==> src/rtl/fa_pkg.sv <==
// Shared types for the frequency acquisition controller.
package fa_pkg;

    // Direction of one acquisition decision
    typedef enum logic {
        DIR_FASTER = 1'b0,
        DIR_SLOWER = 1'b1
    } step_dir_e;

endpackage

==> src/rtl/fa_edge_div.sv <==
// Synchronises an asynchronous clock-like input, detects its rising edges
// and divides them by a programmable count. Emits one tick per N edges.
// Assumes the input stays high and low for at least one clk period each.
// A divisor of zero is treated as one.
module fa_edge_div #(
    parameter int DIV_W       = 8,
    parameter int SYNC_STAGES = 2
) (
    input  logic             clk,
    input  logic             rst_n,
    input  logic             sig_in,
    input  logic [DIV_W-1:0] div_n,
    output logic             tick
);

    logic [SYNC_STAGES-1:0] sync_q;
    logic                   last_q;
    logic                   rise;
    logic [DIV_W-1:0]       n_eff;
    logic [DIV_W-1:0]       cnt_q;

    // Bring the input into the clk domain
    always_ff @(posedge clk) begin
        if (!rst_n) sync_q <= '0;
        else        sync_q <= {sync_q[SYNC_STAGES-2:0], sig_in};
    end

    // Remember the previous synchronised level for edge detection
    always_ff @(posedge clk) begin
        if (!rst_n) last_q <= 1'b0;
        else        last_q <= sync_q[SYNC_STAGES-1];
    end

    // Rising edge strobe and effective divisor
    always_comb begin
        rise  = sync_q[SYNC_STAGES-1] & ~last_q;
        n_eff = (div_n == '0) ? DIV_W'(1) : div_n;
    end

    // Count edges and emit a tick every n_eff of them
    always_ff @(posedge clk) begin
        if (!rst_n) begin
            cnt_q <= '0;
            tick  <= 1'b0;
        end else begin
            tick <= 1'b0;
            if (rise) begin
                if (cnt_q >= n_eff - DIV_W'(1)) begin
                    cnt_q <= '0;
                    tick  <= 1'b1;
                end else begin
                    cnt_q <= cnt_q + DIV_W'(1);
                end
            end
        end
    end

    AST_TICK_GAP: assert property (@(posedge clk) disable iff (!rst_n)
        tick |=> !tick);

endmodule

==> src/rtl/fa_window_cmp.sv <==
// Counts divided oscillator and divided reference ticks over a fixed window
// of WIN_CYCLES clocks, then issues one decision: slower when the
// oscillator count is strictly greater, faster otherwise.
module fa_window_cmp
    import fa_pkg::*;
#(
    parameter int WIN_CYCLES = 1024,
    parameter int CNT_W      = $clog2(WIN_CYCLES + 1)
) (
    input  logic clk,
    input  logic rst_n,
    input  logic fb_tick,
    input  logic ref_tick,
    output logic dec_vld,
    output logic dec_slow
);

    localparam int WIN_W = (WIN_CYCLES > 1) ? $clog2(WIN_CYCLES) : 1;

    logic [WIN_W-1:0] win_q;
    logic             win_last;
    logic [CNT_W-1:0] fb_cnt_q;
    logic [CNT_W-1:0] ref_cnt_q;

    // Detect the final cycle of the window
    always_comb win_last = (win_q == WIN_W'(WIN_CYCLES - 1));

    // Window timer
    always_ff @(posedge clk) begin
        if (!rst_n)        win_q <= '0;
        else if (win_last) win_q <= '0;
        else               win_q <= win_q + WIN_W'(1);
    end

    // Tick counters, restarted at each window boundary without losing a tick
    always_ff @(posedge clk) begin
        if (!rst_n) begin
            fb_cnt_q  <= '0;
            ref_cnt_q <= '0;
        end else if (win_last) begin
            fb_cnt_q  <= CNT_W'(fb_tick);
            ref_cnt_q <= CNT_W'(ref_tick);
        end else begin
            fb_cnt_q  <= fb_cnt_q + CNT_W'(fb_tick);
            ref_cnt_q <= ref_cnt_q + CNT_W'(ref_tick);
        end
    end

    // Register the decision at the close of the window
    always_ff @(posedge clk) begin
        if (!rst_n) begin
            dec_vld  <= 1'b0;
            dec_slow <= 1'b0;
        end else begin
            dec_vld  <= win_last;
            dec_slow <= win_last && (fb_cnt_q > ref_cnt_q);
        end
    end

    AST_DEC_SPACING: assert property (@(posedge clk) disable iff (!rst_n)
        dec_vld |=> !dec_vld);

    AST_SLOW_QUALIFIED: assert property (@(posedge clk) disable iff (!rst_n)
        dec_slow |-> dec_vld);

endmodule

==> src/rtl/fa_step_lock.sv <==
// Holds the speed code, steps it by one per decision with saturation at
// both ends, tracks consecutive direction reversals to declare lock, and
// keeps a sticky handoff flag. Assumes dec_vld is a single-cycle strobe.
module fa_step_lock
    import fa_pkg::*;
#(
    parameter int CODE_MAX  = 8,
    parameter int LOCK_REVS = 4,
    parameter int CODE_W    = $clog2(CODE_MAX + 1),
    parameter int REV_W     = $clog2(LOCK_REVS + 1)
) (
    input  logic              clk,
    input  logic              rst_n,
    input  logic              dec_vld,
    input  logic              dec_slow,
    output logic [CODE_W-1:0] code,
    output logic              cmd_faster,
    output logic              cmd_slower,
    output logic              locked,
    output logic              handoff
);

    step_dir_e         dec_dir;
    step_dir_e         prev_dir;
    logic              have_prev;
    logic [REV_W-1:0]  rev_q;
    logic [REV_W-1:0]  rev_next;
    logic [CODE_W-1:0] code_next;
    logic              lock_next;

    // Next code, reversal count and lock condition
    always_comb begin
        dec_dir   = dec_slow ? DIR_SLOWER : DIR_FASTER;
        code_next = code;
        rev_next  = rev_q;
        if (dec_vld) begin
            if (dec_dir == DIR_SLOWER) begin
                if (code != '0) code_next = code - CODE_W'(1);
            end else begin
                if (code != CODE_W'(CODE_MAX)) code_next = code + CODE_W'(1);
            end
            if (have_prev && (prev_dir != dec_dir))
                rev_next = (rev_q == REV_W'(LOCK_REVS)) ? rev_q : rev_q + REV_W'(1);
            else
                rev_next = '0;
        end
        lock_next = (rev_next == REV_W'(LOCK_REVS));
    end

    // State update on each decision; command pulses follow the decision
    always_ff @(posedge clk) begin
        if (!rst_n) begin
            code       <= CODE_W'(CODE_MAX);
            cmd_faster <= 1'b0;
            cmd_slower <= 1'b0;
            have_prev  <= 1'b0;
            prev_dir   <= DIR_SLOWER;
            rev_q      <= '0;
            locked     <= 1'b0;
            handoff    <= 1'b0;
        end else begin
            cmd_faster <= dec_vld && (dec_dir == DIR_FASTER);
            cmd_slower <= dec_vld && (dec_dir == DIR_SLOWER);
            code       <= code_next;
            rev_q      <= rev_next;
            locked     <= lock_next;
            handoff    <= handoff | lock_next;
            if (dec_vld) begin
                have_prev <= 1'b1;
                prev_dir  <= dec_dir;
            end
        end
    end

    AST_STEP_DOWN: assert property (@(posedge clk) disable iff (!rst_n)
        (dec_vld && dec_slow && code != '0) |=> code == $past(code) - CODE_W'(1));
    AST_FLOOR_HOLD: assert property (@(posedge clk) disable iff (!rst_n)
        (dec_vld && dec_slow && code == '0) |=> code == '0);
    AST_STEP_UP: assert property (@(posedge clk) disable iff (!rst_n)
        (dec_vld && !dec_slow && code != CODE_W'(CODE_MAX)) |=> code == $past(code) + CODE_W'(1));
    AST_CEIL_HOLD: assert property (@(posedge clk) disable iff (!rst_n)
        (dec_vld && !dec_slow && code == CODE_W'(CODE_MAX)) |=> code == CODE_W'(CODE_MAX));
    AST_CODE_QUIET: assert property (@(posedge clk) disable iff (!rst_n)
        !dec_vld |=> $stable(code));
    AST_CMD_EXCL: assert property (@(posedge clk) disable iff (!rst_n)
        $onehot0({cmd_faster, cmd_slower}));
    AST_SAME_DIR_UNLOCK: assert property (@(posedge clk) disable iff (!rst_n)
        (dec_vld && have_prev && prev_dir == dec_dir) |=> !locked);
    AST_HANDOFF_STICKY: assert property (@(posedge clk) disable iff (!rst_n)
        handoff |=> handoff);
    AST_LOCK_HANDOFF: assert property (@(posedge clk) disable iff (!rst_n)
        locked |-> handoff);

endmodule

==> src/rtl/freq_acq_ctrl.sv <==
// Top of the frequency acquisition controller: two edge dividers, a
// window comparator and the step/lock register. Oscillator and reference
// inputs are asynchronous and must be slower than half the clk rate.
module freq_acq_ctrl #(
    parameter int CODE_MAX    = 8,
    parameter int DIV_W       = 8,
    parameter int WIN_CYCLES  = 1024,
    parameter int SYNC_STAGES = 2,
    parameter int LOCK_REVS   = 4,
    parameter int CODE_W      = $clog2(CODE_MAX + 1)
) (
    input  logic              clk,
    input  logic              rst_n,
    input  logic              osc_in,
    input  logic              ref_in,
    input  logic [DIV_W-1:0]  fb_div,
    input  logic [DIV_W-1:0]  ref_div,
    output logic [CODE_W-1:0] speed_code,
    output logic              cmd_faster,
    output logic              cmd_slower,
    output logic              locked,
    output logic              handoff
);

    logic fb_tick;
    logic ref_tick;
    logic dec_vld;
    logic dec_slow;

    fa_edge_div #(.DIV_W(DIV_W), .SYNC_STAGES(SYNC_STAGES)) u_fb_div (
        .clk(clk), .rst_n(rst_n), .sig_in(osc_in), .div_n(fb_div), .tick(fb_tick)
    );

    fa_edge_div #(.DIV_W(DIV_W), .SYNC_STAGES(SYNC_STAGES)) u_ref_div (
        .clk(clk), .rst_n(rst_n), .sig_in(ref_in), .div_n(ref_div), .tick(ref_tick)
    );

    fa_window_cmp #(.WIN_CYCLES(WIN_CYCLES)) u_win (
        .clk(clk), .rst_n(rst_n), .fb_tick(fb_tick), .ref_tick(ref_tick),
        .dec_vld(dec_vld), .dec_slow(dec_slow)
    );

    fa_step_lock #(.CODE_MAX(CODE_MAX), .LOCK_REVS(LOCK_REVS), .CODE_W(CODE_W)) u_step (
        .clk(clk), .rst_n(rst_n), .dec_vld(dec_vld), .dec_slow(dec_slow),
        .code(speed_code), .cmd_faster(cmd_faster), .cmd_slower(cmd_slower),
        .locked(locked), .handoff(handoff)
    );

    AST_CODE_RANGE: assert property (@(posedge clk) disable iff (!rst_n)
        speed_code <= CODE_W'(CODE_MAX));

endmodule

==> config.mk <==
export PLATFORM = sky130hd
export DESIGN_NAME = freq_acq_ctrl
export DESIGN_NICKNAME = d
export VERILOG_FILES = /design/src/rtl/fa_pkg.sv /design/src/rtl/fa_edge_div.sv /design/src/rtl/fa_window_cmp.sv /design/src/rtl/fa_step_lock.sv /design/src/rtl/freq_acq_ctrl.sv
export SDC_FILE = /design/constraint.sdc
export NUM_CORES = 1
export LEC_CHECK = 0
export CAP_MARGIN = 20
export CORE_ASPECT_RATIO = 1.5
export CORE_MARGIN = 8
export CORE_UTILIZATION = 55
export DETAILED_ROUTE_END_ITERATION = 10
export PLACE_DENSITY = 0.76
export SYNTH_ARGS = -nofsm -noshare
export SYNTH_HDL_FRONTEND = slang
export SYNTH_SLANG_ARGS = --single-unit
==> constraint.sdc <==
create_clock -name clk -period 5.3 [get_ports clk]
set_input_delay 0.53 -clock clk [delete_from_list [all_inputs] [get_ports clk]]
set_output_delay 0.53 -clock clk [all_outputs]
set_load 0.03 [all_outputs]
### After elaboration in Yosys (flattened, before gate mapping)

Cells that the tools add are included.

| word-level totals | value |
|---|---|
| input bits | 20 |
| logic and storage cells | 76 |
| output and inout bits | 8 |
| bits in registers | 71 |

| cells by class | value |
|---|---|
| bitwise gates (word level) | 7 |
| $lt $le $gt $ge | 3 |
| muxes and demuxes | 15 |
| equality and inequality tests | 6 |
| reductions and logical operators | 12 |
| add/sub/neg operators | 10 |

Operators by type and width:

| cell | count |
|---|---|
| two-way mux 8 bit | 4 |
| adder 11 x 1 -> 11 bit | 2 |
| adder 8 x 1 -> 8 bit (second input constant) | 2 |
| greater-or-equal comparator 8 bit | 2 |
| logical NOT 8 bit | 2 |
| subtractor 8 x 1 -> 8 bit (second input constant) | 2 |
| two-way mux 4 bit | 3 |
| > comparator 11 bit | 1 |
| adder 10 x 1 -> 10 bit (second input constant) | 1 |
| equality test 10 bit (second input constant) | 1 |
| two-way mux 3 bit | 3 |
| equality test 3 bit (second input constant) | 2 |
| two-way mux 1 bit | 5 |
| adder 4 x 1 -> 4 bit (second input constant) | 1 |
| logical AND 1 bit | 4 |
| inequality test 4 bit (second input constant) | 1 |
| inverter 1 bit | 4 |
| AND reduction 2 bit | 2 |
| nonzero test 4 bit | 1 |
| subtractor 4 x 1 -> 4 bit (second input constant) | 1 |
| adder 3 x 1 -> 3 bit (second input constant) | 1 |
| AND reduction 3 bit | 1 |
| bitwise AND 1 bit | 2 |
| inequality test 2 bit (second input constant) | 1 |
| 4 further kinds | 4 |

### Depth between registers and ports, before layout

| logic depth | value |
|---|---|
| depth after elaboration | 7 |
| mapped depth | 14 |
| mapped depth without buffers | 14 |

### Modules after synthesis

A second synthesis with hierarchy kept.

| unflattened totals | value |
|---|---|
| cell total of the unflattened synthesis | 406 |
| area, all modules | 3,970.1 µm² |

By module, submodules not included:

| module | times used | cells each | area each (µm²) | seq. area each (µm²) |
|---|---|---|---|---|
| fa_window_cmp | 1 | 180 | 1,650.3 | 680.7 |
| fa_edge_div | 2 | 81 | 818.3 | 240.2 |
| fa_step_lock | 1 | 64 | 683.2 | 260.2 |

### Least setup slack after synthesis

Ideal clock, no wire load.

| timing | value |
|---|---|
| kind | input-to-reg |
| start | in fb_div[3] |
| end | reg u_fb_div.cnt_q[7] |
| buffers on the path | 0 |
| setup slack | 2.024 ns |
| data required time | 5.241 ns |
| stages on the path | 12 |
| arrival | 3.216 ns |
| setup time | 0.059 ns |
| path through | or4_1 or3_1 nor2_2 nor2_1 ha_1 xnor2_1 ha_1 a211oi_1 o21ai_0 a211o_1 nor2_1 a22o_1 |

| on the way | value |
|---|---|
| word-level cells in the longest chain between the ends | 5 |

RTL lines:

| element | RTL line | source |
|---|---|---|
| start: declaration | freq_acq_ctrl.sv:16 | `input logic [DIV_W-1:0] fb_div,` |
| logical NOT 8 bit | fa_edge_div.sv:37 | `n_eff = (div_n == '0) ? DIV_W'(1) : div_n;` |
| two-way mux 8 bit (*) | fa_edge_div.sv:37 |  |
| subtractor 8 x 1 -> 8 bit (*) | fa_edge_div.sv:48 | `if (cnt_q >= n_eff - DIV_W'(1)) begin` |
| greater-or-equal comparator 8 bit (*) | fa_edge_div.sv:48 |  |
| two-way mux 8 bit (*) | fa_edge_div.sv:48 |  |
| end signal: assignment | fa_edge_div.sv:52 | `cnt_q <= cnt_q + DIV_W'(1);` |
| end: declaration | fa_edge_div.sv:20 | `logic [DIV_W-1:0] cnt_q;` |

Mark *: on every way between the ends. The rest lies on a longest branch, timed or not.
A chain may end at the register's enable or synchronous reset.

### Worst setup path after layout

| timing | value |
|---|---|
| start | in fb_div[2] |
| end | reg u_fb_div.cnt_q[7] |

The elaborated chain is that of the path after synthesis.

==> impl_metrics.csv <==
group,metric,value,unit
place,gp_congestion,0.874,
grt,grt.overflow.total,0,
cts,cts_root_buf,"clkbuf_8",
floorplan,die_h,116,um
finish,final_common_cell,"dfxtp_1",
floorplan,die_w,82.9,um
grt,grt_pass1_vias,2936,
timing,tightest_slew,823,ps
logic_synthesis,synth_ff_type,"dfxtp_1",
finish,fin_area,4220,um2
critical_path,cp_max_fo,6,
cts,holdBufCountCts,0,
logic_synthesis,synth_top_family_by_area,"simple AND/OR/NAND/NOR gates",
timing,fin_crit_sh,69.8,%
timing,layout_setup_ws,1600,ps
critical_path,critPathKind,"input pin to register",
cts,postCtsSetupRepairBufs,0,
timing,relSlewSlack,45.0,%
finish,drive_above_1_share,3.92,%
logic_synthesis,synth_simple_gate_area_share,23.1,%
logic_synthesis,synth_compound_area_share,9.87,%
floorplan,ioPinCount,28,
drt,drtIter0Drc,132,
power,swShare,24.4,%
logic_synthesis,synthMuxAreaShare,0.543,%
logic_synthesis,syn_inst,422,
finish,multi_input_area,2150,um2
logic_synthesis,synth_area_leaders,"dfxtp_1 (39%), ha_1 (14%), xnor2_1 (6.4%)",
place,place_ws,1270,ps
cts,clockBufferDepth,2,
cts,cts_buffers,9,
cts,path_clk_slew,80,ps
logic_synthesis,ys_warn_count,0,
place,dp.final_hpwl,5430,um
logic_synthesis,syn-cell-area,3690,um2
power,p_clk_share,40.2,%
grt,antenna_found_initial,0,
critical_path,max_stage_delay,550,ps
drt,vias_per_cell,5.52,
outcome,status,"finished, final reports clean",
floorplan,std_cell_rows,36,
cts,clk_latency,360,ps
critical_path,cp-start-kind,"input pin",
grt,grt_pass1_wl,12500,um
logic_synthesis,synth_fp_nets,483,
flow_run,maxCapViolations,0,
cts,clock-sinks,71,
hold_path,worstHoldPathCells,1,
power,p_int,764,uW
critical_path,r2r_setup_slack,3250,ps
finish,n_antenna_cell,0,
critical_path,cp.required,5600,ps
finish,layout.nets,515,
floorplan,start_util,56.9,%
finish,seq_area,1420,um2
logic_synthesis,yosysTopAreaCellShare,38.5,%
logic_synthesis,ys_seq_elements,71,
critical_path,ff2ff_path_depth,6,
logic_synthesis,synth_cell_types,39,
logic_synthesis,synth_xor_area_share,10.7,%
cts,h-tree-depth,3,
timing,slew_viol_final,0,
finish,area_growth,14.3,%
floorplan,dieArea,9640,um2
timing,hold_viol_final,0,
critical_path,worstPathCellList,"clkdlybuf4s50_1 -> or4_1 -> or3_1 -> nor2_2 -> nor2_1 -> ha_1 -> xnor2_1 -> ha_1 -> a211oi_1 -> o21ai_0 -> a211o_1 -> nor2_1 -> a22o_1",
timing,rsz0062_at_grt,"no",
timing,timing.setup.tns,0,ps
cts,cts_resized,0,
power,p_sw,246,uW
logic_synthesis,ys_seq_area_share,38.5,%
timing,period_needed,3700,ps
finish,fill_cells,559,
logic_synthesis,ys_async_sr_fraction,0,%
hold_path,min_path_type,"register to register",
power,p_comb_share,6.2,%
place,placed_area,4030,um2
place,io_buffers,27,
critical_path,cp.arrival,4000,ps
drt,vias,2952,
drt,totalWireLength,7170,um
power,seqPwrFrac,53.6,%
finish,final_cell_mix,"dfxtp_1 (71), nor2_1 (58), ha_1 (40)",
logic_synthesis,syn_avg_cell_area,8.74,um2
power,ir_worst_vdd,0.201,mV
drt,ant_nets,0,
power,power_per_cell_area,240,nW/um2
logic_synthesis,yosysTopAreaCell,"dfxtp_1",
floorplan,core_area,6490,um2
timing,skew,7.96,ps
critical_path,critPathSlowestCell,"or4_1",
drt,drt_pass1_iterations,4,
timing,finalSetupViolCount,0,
drt,wire_per_inst,13.4,um
critical_path,crit_path_end_kind,"register",
power,total_leakage_power,0.00170,uW
timing,max_clock_freq,270,MHz
drt,route.detailed.drc,0,
grt,grt_max_degree,25,
logic_synthesis,synth_fa_ha_area_share,14.1,%
cts,cts_tree,"yes",
logic_synthesis,synth-edff-count,0,
grt,grtUsageTotal,15.5,%
[worst max-delay path, delay by kind of cell]
kind                       cells  cell delay [ps]
and+or+nand+nor                5             1400
AOI/OAI and AO/OA              4              970
adders and majority gates      2              490
buffers and inverters          1              480
xor gates and xnor gates       1              130
[path summary, 6_finish.rpt]
| check | from | end |
|---|---|---|
| worst max-delay path | fb_div[2] | u_fb_div.cnt_q[7] |
| worst min register to register | u_ref_div.sync_q[0] | u_ref_div.sync_q[1] |
| worst min-delay path | u_ref_div.sync_q[0] | u_ref_div.sync_q[1] |
| worst max register to register | u_fb_div.cnt_q[2] | u_fb_div.cnt_q[7] |
[layout make-up]
class,count,share of cell area [%]
clock inverters,4,0.683
flip-flops and latches,71,33.7
multi-input cells,320,51.0
well taps,76,2.26
clock buffers,12,3.68
inverters,25,2.23
repair buffers,27,6.41
[kinds of logic after synthesis]
kind of cell / after synthesis
AOI/OAI and AO/OA: 62
adders and majority gates: 41
DFF: 71
xor gates and xnor gates: 45
muxes: 2
and+or+nand+nor: 170
buffers and inverters: 31
[power by group through the flow]
stage	combinational (uW)	sequential [uW]	clock [uW]
after floorplan	36.3	553	0
after global placement	61.0	554	0
after detailed placement	62.7	554	0
after CTS	63.1	542	413
after global routing	70.8	543	439
final	62.2	542	407
[flip-flops by register name, summed over array words and instances (netlist names), 2 cells and up]
signal	cells
u_ref_div.sync_q	2
u_step.code	4
u_win.win_q	10
u_fb_div.sync_q	2
u_win.ref_cnt_q	11
u_win.fb_cnt_q	11
u_fb_div.cnt_q	8
u_step.rev_q	3
u_ref_div.cnt_q	8
[stage by stage]
stage	power [uW]	hold slack, ps	std cells	util [%]
floorplan	590	412	422	-
global placement	615	420	519	62.2
finish	1010	431	535	65.0
global route	1050	449	535	65.0
CTS	1020	431	535	65.0
detailed placement	617	420	519	62.2
[per-layer routing]
| layer | vias up | routed length, um | global-route usage (%) |
|---|---|---|---|
| li1 | 1526 | - | - |
| met1 | 1370 | 3040 | 16.1 |
| met2 | 40 | 3700 | 27.8 |
| met3 | 16 | 226 | 3.98 |
| met4 | 0 | 193 | 9.29 |
| met5 | - | 0 | 0 |
[synth_stat cells (2+ instances only)]
cell / number
a211oi_1: 2
a21o_1: 2
a21oi_1: 23
a22o_1: 7
a31oi_1: 2
and2_1: 7
and3_1: 15
and4_1: 2
clkbuf_1: 6
dfxtp_1: 71
ha_1: 40
inv_1: 24
mux2i_1: 2
nand2_1: 22
nand2b_1: 4
nand3_1: 19
nand4_1: 6
nor2_1: 58
nor2b_1: 9
nor3_1: 10
nor3b_1: 2
nor4_1: 3
o21ai_0: 21
or3_1: 4
or3_2: 2
or4_1: 3
xnor2_1: 27
xor2_1: 18
(Power assumes the default switching activity.)
